**src/rtl/evc_pkg.sv**
```systemverilog
// Package: shared constants for the eviction clear-mask generator.
// Assumes every directory table uses 6-bit buckets and 3-bit slice spacing.
package evc_pkg;
    localparam int BUCKET_W   = 6;
    localparam int SLICE_STEP = 3;

    typedef logic [BUCKET_W-1:0] bucket_t;
endpackage

```
**src/rtl/evc_hash_unit.sv**
```systemverilog
// Module: evc_hash_unit
// Maps one tag to one bucket per directory table, using the same hashes as
// the directory. Tables below the last take a 6-bit tag slice spaced 3 bits
// apart. The last table folds the two tag halves with XOR.
// Assumes TAG_W >= 2*BUCKET_W and that the slices fit inside the tag.
module evc_hash_unit
    import evc_pkg::*;
#(
    parameter int TAG_W      = 32,
    parameter int NUM_TABLES = 4
) (
    input  logic [TAG_W-1:0]               tag_i,
    output logic [NUM_TABLES*BUCKET_W-1:0] buckets_o
);
    localparam int HALF_W = TAG_W / 2;

    // XOR fold of the two tag halves, shared by the last table
    logic [HALF_W-1:0] folded;
    assign folded = tag_i[HALF_W-1:0] ^ tag_i[2*HALF_W-1:HALF_W];

    for (genvar t = 0; t < NUM_TABLES; t++) begin : g_table
        if (t < NUM_TABLES - 1) begin : g_slice
            // slice hash for table t
            assign buckets_o[t*BUCKET_W +: BUCKET_W] = tag_i[SLICE_STEP*t +: BUCKET_W];
        end else begin : g_fold
            // folded hash for the last table
            assign buckets_o[t*BUCKET_W +: BUCKET_W] = folded[BUCKET_W-1:0];
        end
    end
endmodule

```
**src/rtl/evc_victim_select.sv**
```systemverilog
// Module: evc_victim_select
// Picks the bucket vector and the valid bit of the departing way out of the
// whole set. Purely combinational.
// Assumes the way index is below NUM_WAYS.
module evc_victim_select
    import evc_pkg::*;
#(
    parameter int NUM_WAYS   = 16,
    parameter int NUM_TABLES = 4,
    parameter int WAY_IDX_W  = $clog2(NUM_WAYS)
) (
    input  logic [NUM_WAYS*NUM_TABLES*BUCKET_W-1:0] way_buckets_i,
    input  logic [NUM_WAYS-1:0]                     way_valid_i,
    input  logic [WAY_IDX_W-1:0]                    victim_way_i,
    output logic [NUM_TABLES*BUCKET_W-1:0]          victim_buckets_o,
    output logic                                    victim_valid_o
);
    localparam int VEC_W = NUM_TABLES * BUCKET_W;

    // mux the victim's bucket vector and valid bit out of the set
    always_comb begin
        victim_buckets_o = '0;
        victim_valid_o   = 1'b0;
        for (int w = 0; w < NUM_WAYS; w++) begin
            if (victim_way_i == WAY_IDX_W'(w)) begin
                victim_buckets_o = way_buckets_i[w*VEC_W +: VEC_W];
                victim_valid_o   = way_valid_i[w];
            end
        end
    end
endmodule

```
**src/rtl/evc_conflict_net.sv**
```systemverilog
// Module: evc_conflict_net
// Compares every other valid way with the victim, table by table, and
// allows a clear wherever no such way shares the victim's bucket.
// Assumes the victim's bucket vector and valid bit are already selected.
module evc_conflict_net
    import evc_pkg::*;
#(
    parameter int NUM_WAYS   = 16,
    parameter int NUM_TABLES = 4,
    parameter int WAY_IDX_W  = $clog2(NUM_WAYS)
) (
    input  logic [NUM_WAYS*NUM_TABLES*BUCKET_W-1:0] way_buckets_i,
    input  logic [NUM_WAYS-1:0]                     way_valid_i,
    input  logic [WAY_IDX_W-1:0]                    victim_way_i,
    input  logic [NUM_TABLES*BUCKET_W-1:0]          victim_buckets_i,
    input  logic                                    victim_valid_i,
    output logic [NUM_TABLES-1:0]                   clear_mask_o
);
    localparam int VEC_W = NUM_TABLES * BUCKET_W;

    // hit[t][w]: way w blocks the clear in table t
    logic [NUM_TABLES-1:0][NUM_WAYS-1:0] hit;

    for (genvar w = 0; w < NUM_WAYS; w++) begin : g_way
        localparam logic [WAY_IDX_W-1:0] WAY_ID = WAY_IDX_W'(w);
        logic other_live;
        // a way counts only if it is valid and is not the victim
        assign other_live = way_valid_i[w] && (victim_way_i != WAY_ID);
        for (genvar t = 0; t < NUM_TABLES; t++) begin : g_tbl
            // bucket equality of way w with the victim in table t
            assign hit[t][w] = other_live &&
                (way_buckets_i[w*VEC_W + t*BUCKET_W +: BUCKET_W] ==
                 victim_buckets_i[t*BUCKET_W +: BUCKET_W]);
        end
    end

    for (genvar t = 0; t < NUM_TABLES; t++) begin : g_mask
        // clear allowed only for a valid victim with no colliding neighbour
        assign clear_mask_o[t] = victim_valid_i && !(|hit[t]);
    end
endmodule

```
**src/rtl/evc_clear_mask.sv**
```systemverilog
// Module: evc_clear_mask (top)
// Hashes every way of the affected set, selects the departing way and
// registers the per-table clear mask. Done follows start by one cycle.
// Assumes the set inputs are stable in the start cycle. Reset is
// synchronous and active low.
module evc_clear_mask
    import evc_pkg::*;
#(
    parameter int NUM_WAYS   = 16,
    parameter int TAG_W      = 32,
    parameter int NUM_TABLES = 4,
    parameter int WAY_IDX_W  = $clog2(NUM_WAYS)
) (
    input  logic                        clk,
    input  logic                        rst_n,
    input  logic                        start_i,
    input  logic [NUM_WAYS*TAG_W-1:0]   set_tags_i,
    input  logic [NUM_WAYS-1:0]         set_valid_i,
    input  logic [WAY_IDX_W-1:0]        victim_way_i,
    output logic                        done_o,
    output logic [NUM_TABLES-1:0]       clear_mask_o
);
    localparam int VEC_W = NUM_TABLES * BUCKET_W;

    logic [NUM_WAYS*VEC_W-1:0] way_buckets;
    logic [VEC_W-1:0]          victim_buckets;
    logic                      victim_valid;
    logic [NUM_TABLES-1:0]     mask_next;
    logic                      done_q;
    logic [NUM_TABLES-1:0]     mask_q;

    for (genvar w = 0; w < NUM_WAYS; w++) begin : g_hash
        // one hash unit per way of the set
        evc_hash_unit #(
            .TAG_W      (TAG_W),
            .NUM_TABLES (NUM_TABLES)
        ) u_hash (
            .tag_i     (set_tags_i[w*TAG_W +: TAG_W]),
            .buckets_o (way_buckets[w*VEC_W +: VEC_W])
        );
    end

    evc_victim_select #(
        .NUM_WAYS   (NUM_WAYS),
        .NUM_TABLES (NUM_TABLES),
        .WAY_IDX_W  (WAY_IDX_W)
    ) u_sel (
        .way_buckets_i    (way_buckets),
        .way_valid_i      (set_valid_i),
        .victim_way_i     (victim_way_i),
        .victim_buckets_o (victim_buckets),
        .victim_valid_o   (victim_valid)
    );

    evc_conflict_net #(
        .NUM_WAYS   (NUM_WAYS),
        .NUM_TABLES (NUM_TABLES),
        .WAY_IDX_W  (WAY_IDX_W)
    ) u_net (
        .way_buckets_i    (way_buckets),
        .way_valid_i      (set_valid_i),
        .victim_way_i     (victim_way_i),
        .victim_buckets_i (victim_buckets),
        .victim_valid_i   (victim_valid),
        .clear_mask_o     (mask_next)
    );

    // capture the mask on start and raise done for one cycle
    always_ff @(posedge clk) begin
        if (!rst_n) begin
            done_q <= 1'b0;
            mask_q <= '0;
        end else begin
            done_q <= start_i;
            if (start_i) begin
                mask_q <= mask_next;
            end
        end
    end

    assign done_o       = done_q;
    assign clear_mask_o = mask_q;
endmodule

```
**config.mk**
```make
export PLATFORM = sky130hd
export DESIGN_NAME = evc_clear_mask
export DESIGN_NICKNAME = d
export VERILOG_FILES = /design/src/rtl/evc_pkg.sv /design/src/rtl/evc_hash_unit.sv /design/src/rtl/evc_victim_select.sv /design/src/rtl/evc_conflict_net.sv /design/src/rtl/evc_clear_mask.sv
export SDC_FILE = /design/constraint.sdc
export NUM_CORES = 1
export LEC_CHECK = 0
export BUFFER_PORTS_ARGS = -buffer_cell sky130_fd_sc_hd__buf_2
export CAP_MARGIN = 20
export CORE_AREA = 2 2 207 209
export DETAILED_ROUTE_END_ITERATION = 8
export DIE_AREA = 0 0 209 211
export PLACE_DENSITY_LB_ADDON = 0.25
export SLEW_MARGIN = 10
export SYNTH_ARGS = -nofsm -noshare
export SYNTH_HDL_FRONTEND = slang
export SYNTH_SLANG_ARGS = --single-unit
export TNS_END_PERCENT = 1
```
**constraint.sdc**
```tcl
create_clock -name clk -period 3.6 [get_ports clk]
set_input_delay 0.18 -clock clk [delete_from_list [all_inputs] [get_ports clk]]
set_output_delay 0.18 -clock clk [all_outputs]
set_load 0.005 [all_outputs]
```
==> impl_metrics.tcl <==
set metrics [dict create \
    dp_cells 2210 \
    fin_skew_ns 0 \
    insertion_delay_ns 0.23 \
    synthXorXnorAreaFrac_pct 38.2 \
    synth_edf_count 0 \
    grt_pass1_wl_mm 89.4 \
    synth_seq_area_share_pct 1.23 \
    synth_compound_area_share_pct 27.6 \
    grt_pass1_vias 11579 \
    peakVddDrop_uv 151 \
    crit_arrival_ns 3.67 \
    synth_top_flop_cell "dfxtp_1" \
    cap_violations 0 \
    area_growth_pct 54.7 \
    drc 0 \
    row_count 75 \
    setup_viol 0 \
    fp.dieH_um 211 \
    final_common_cell "buf_2" \
    place.gp.congestion 1.01 \
    drt_iter0_drc 1438 \
    drt_first_pass_iters 5 \
    die_area_sq_mm 0.0441 \
    fmax_mhz 281 \
    synthMuxAreaShare_pct 3.62 \
    mostFrequentLayoutCells "buf_2 (313), buf_4 (265), xor2_1 (184)" \
    grt_overflow 0 \
    final-max-slew-violation-count 0 \
    post-route-cell-area_sq_mm 0.0126 \
    antenna_found_initial 2 \
    finalCoreUtilization_pct 30.2 \
    syn_nets 1698 \
    final_cells 2224 \
    p_leak_nw 5.37 \
    pwr-share-comb_pct 91.7 \
    tightest_slew_ns 1.08 \
    place.detailed.hpwl_mm 58.0 \
    p_per_area_mw_per_mm2 235 \
    core_area_sq_mm 0.0418 \
    drt-total-wl_mm 65.5 \
    grt_max_degree 30 \
    syn_area_sq_mm 0.00816 \
    cts_buffers 3 \
    num-fill-cells 4687 \
    pwr-share-seq_pct 2.1 \
    hold_violations 0 \
    track_usage_pct 28.7 \
    cts.sinks 5 \
    postSynthCellCount 1163 \
    required_ns 3.71 \
    postPlaceCellArea_sq_mm 0.0123 \
    switching_share_pct 53.8 \
    clkPwrFrac_pct 6.2 \
    relSlewSlack_pct 27.5 \
    p_int_mw 1.37 \
    synthSimpleGateAreaFrac_pct 23.9 \
    die_w_um 209 \
    drive_gt1_share_pct 38.8 \
    synthAdderAreaFrac_pct 0 \
    clockRootBuffer "clkbuf_16" \
    clk_pin_slew_ns 0.03 \
    end_kind "register" \
    numPortBuffers 315 \
    whs_ns 0.382 \
    syn-mean-instance-area_sq_um 7.02 \
    worst_setup_path_start_kind "primary input" \
    synth_warnings 0 \
    hold_path.class "primary input to register" \
    h-tree-depth 1 \
    via_per_inst 5.34 \
    crit_type "primary input to register" \
    vias 11876 \
    ys_types 82 \
    pin_count 540 \
    fin_nets 2220 \
    post-route-min-period_ns 3.56 \
    cts_max_path_buffers 2 \
    ys_ff_latch 5 \
    synth_top_family_by_area "XOR/XNOR gates" \
    status "finished clean" \
    fin_crit_sh_pct 98.8 \
    synthArstFlopShare_pct 0 \
    switching_power_mw 1.60 \
    routedWlPerCell_um 29.5 \
    cts_tree "yes" \
    ant_nets 0 \
    start_util_pct 19.5 \
    rrSetupSlack_ns 2.80 \
    cp_max_fo 11 \
]
## synth_stat cells (6+ instances only)
cell type  instances  share of area, %
o2111ai_1         10               1.1
a211oi_1          10              0.92
xnor2_1          172                18
nand2b_1          19               1.5
or3_1              6              0.46
o22ai_1           20               1.5
buf_4              9              0.83
nand2_1           87               4.0
nand4_1           16               1.2
nor2_1            47               2.2
o221ai_1          11               1.2
mux2_2             8               1.1
and3_1             6              0.46
nand3_1           37               2.3
and2_1             6              0.46
nor4_1            35               2.7
a22oi_1           18               1.7
inv_1             14              0.64
nor3_1            31               1.9
o211ai_1          10              0.92
a22o_1             6              0.64
a2bb2oi_1          7              0.75
a32oi_1           11               1.2
o21ai_0           74               4.5
xor2_1           184                20
nor3b_1            6              0.55
a221oi_1           8              0.86
or4_1              9              0.83
buf_2             43               2.6
o21a_1             9              0.83
clkbuf_1          28               1.3
nand3b_1           8              0.74
a41oi_1            6              0.64
mux2i_1           16               2.0
a31oi_1            8              0.61
nor2b_1           16               1.2
a21oi_1           59               3.6
## state kept, by name, indices dropped and copies added (netlist names)
signal	cells
done_o	1
clear_mask_o	4
## kinds of logic (layout without fill, tap and decap cells)
family,after synthesis,after routing
xor+xnor,356,356
other cells,0,1
flops,5,5
compound gates,323,323
buf+inv,95,616
mux,26,26
simple gates,358,358
## through the flow
stage | worst slack [ns] | power [mW] | TNS, ns
after floorplan | 0.276 | 1.33 | 0
after global placement | -0.421 | 2.68 | -1.21
after detailed placement | -0.468 | 2.66 | -1.23
after CTS | -0.0420 | 2.87 | -0.0420
after global routing | -0.00603 | 3.10 | -0.00603
final | 0.0442 | 2.97 | 0
## power by group through the flow
stage          clock network, mW  logic [mW]  registers, mW
6_report                   0.184        2.72         0.0636
5_1_grt                    0.188        2.85         0.0641
4_1_cts                    0.187        2.62         0.0636
3_5_place_dp                   0        2.60         0.0645
3_3_place_gp                   0        2.62         0.0640
2_1_floorplan                  0        1.27         0.0647
## metal layers
metal / vias to the layer above / track usage, % / routed length, um
met3: 78 / 3.66 / 5160
met2: 710 / 42.8 / 27100
li1: 5322 / - / -
met1: 5764 / 42.9 / 31300
met5: - / 0 / 7
met4: 2 / 7.24 / 1940
## worst max-delay path: stages
cell and delay, ns:
buf_4 0.15, buf_4 0.19, buf_4 0.15, nor2_1 0.41, nand2_1 0.11, a221oi_1 0.27, o31a_1 0.27, a21oi_2 0.07
buf_12 0.15, buf_4 0.15, xnor2_1 0.11, nor3_1 0.82, nand3_1 0.15, o41ai_1 0.11, nor4_1 0.12, a32o_1 0.24
## cell type report
type | instances | area [sq um] | area share [%]
timing repair buffer | 598 | 3940 | 31.2
inverter | 14 | 52.6 | 0.416
multi-input combinational | 1063 | 7780 | 61.6
tap | 539 | 674 | 5.34
sequential | 5 | 100 | 0.793
antenna | 1 | 2.50 | 0.0198
clock buffer | 4 | 78.8 | 0.624
## worst paths after layout
check,start,endpoint,cells after the start
setup / recovery,victim_way_i[1],clear_mask_o[0]$_SDFFE_PN0P_,16
setup reg to reg,clear_mask_o[3]$_SDFFE_PN0P_,clear_mask_o[3]$_SDFFE_PN0P_,2
hold reg to reg,clear_mask_o[2]$_SDFFE_PN0P_,clear_mask_o[2]$_SDFFE_PN0P_,1
hold / removal,rst_n,done_o$_SDFF_PN0_,2
## what timing repair did
| item | in CTS | in global routing |
|---|---|---|
| setup buffers | 0 | 9 |
| pin swaps | 1 | 2 |
| setup endpoints to repair | 2 | 4 |
| hold buffers | 0 | 0 |
| resized for setup | 5 | 21 |
Note: power is estimated with default switching activity, not from simulation.
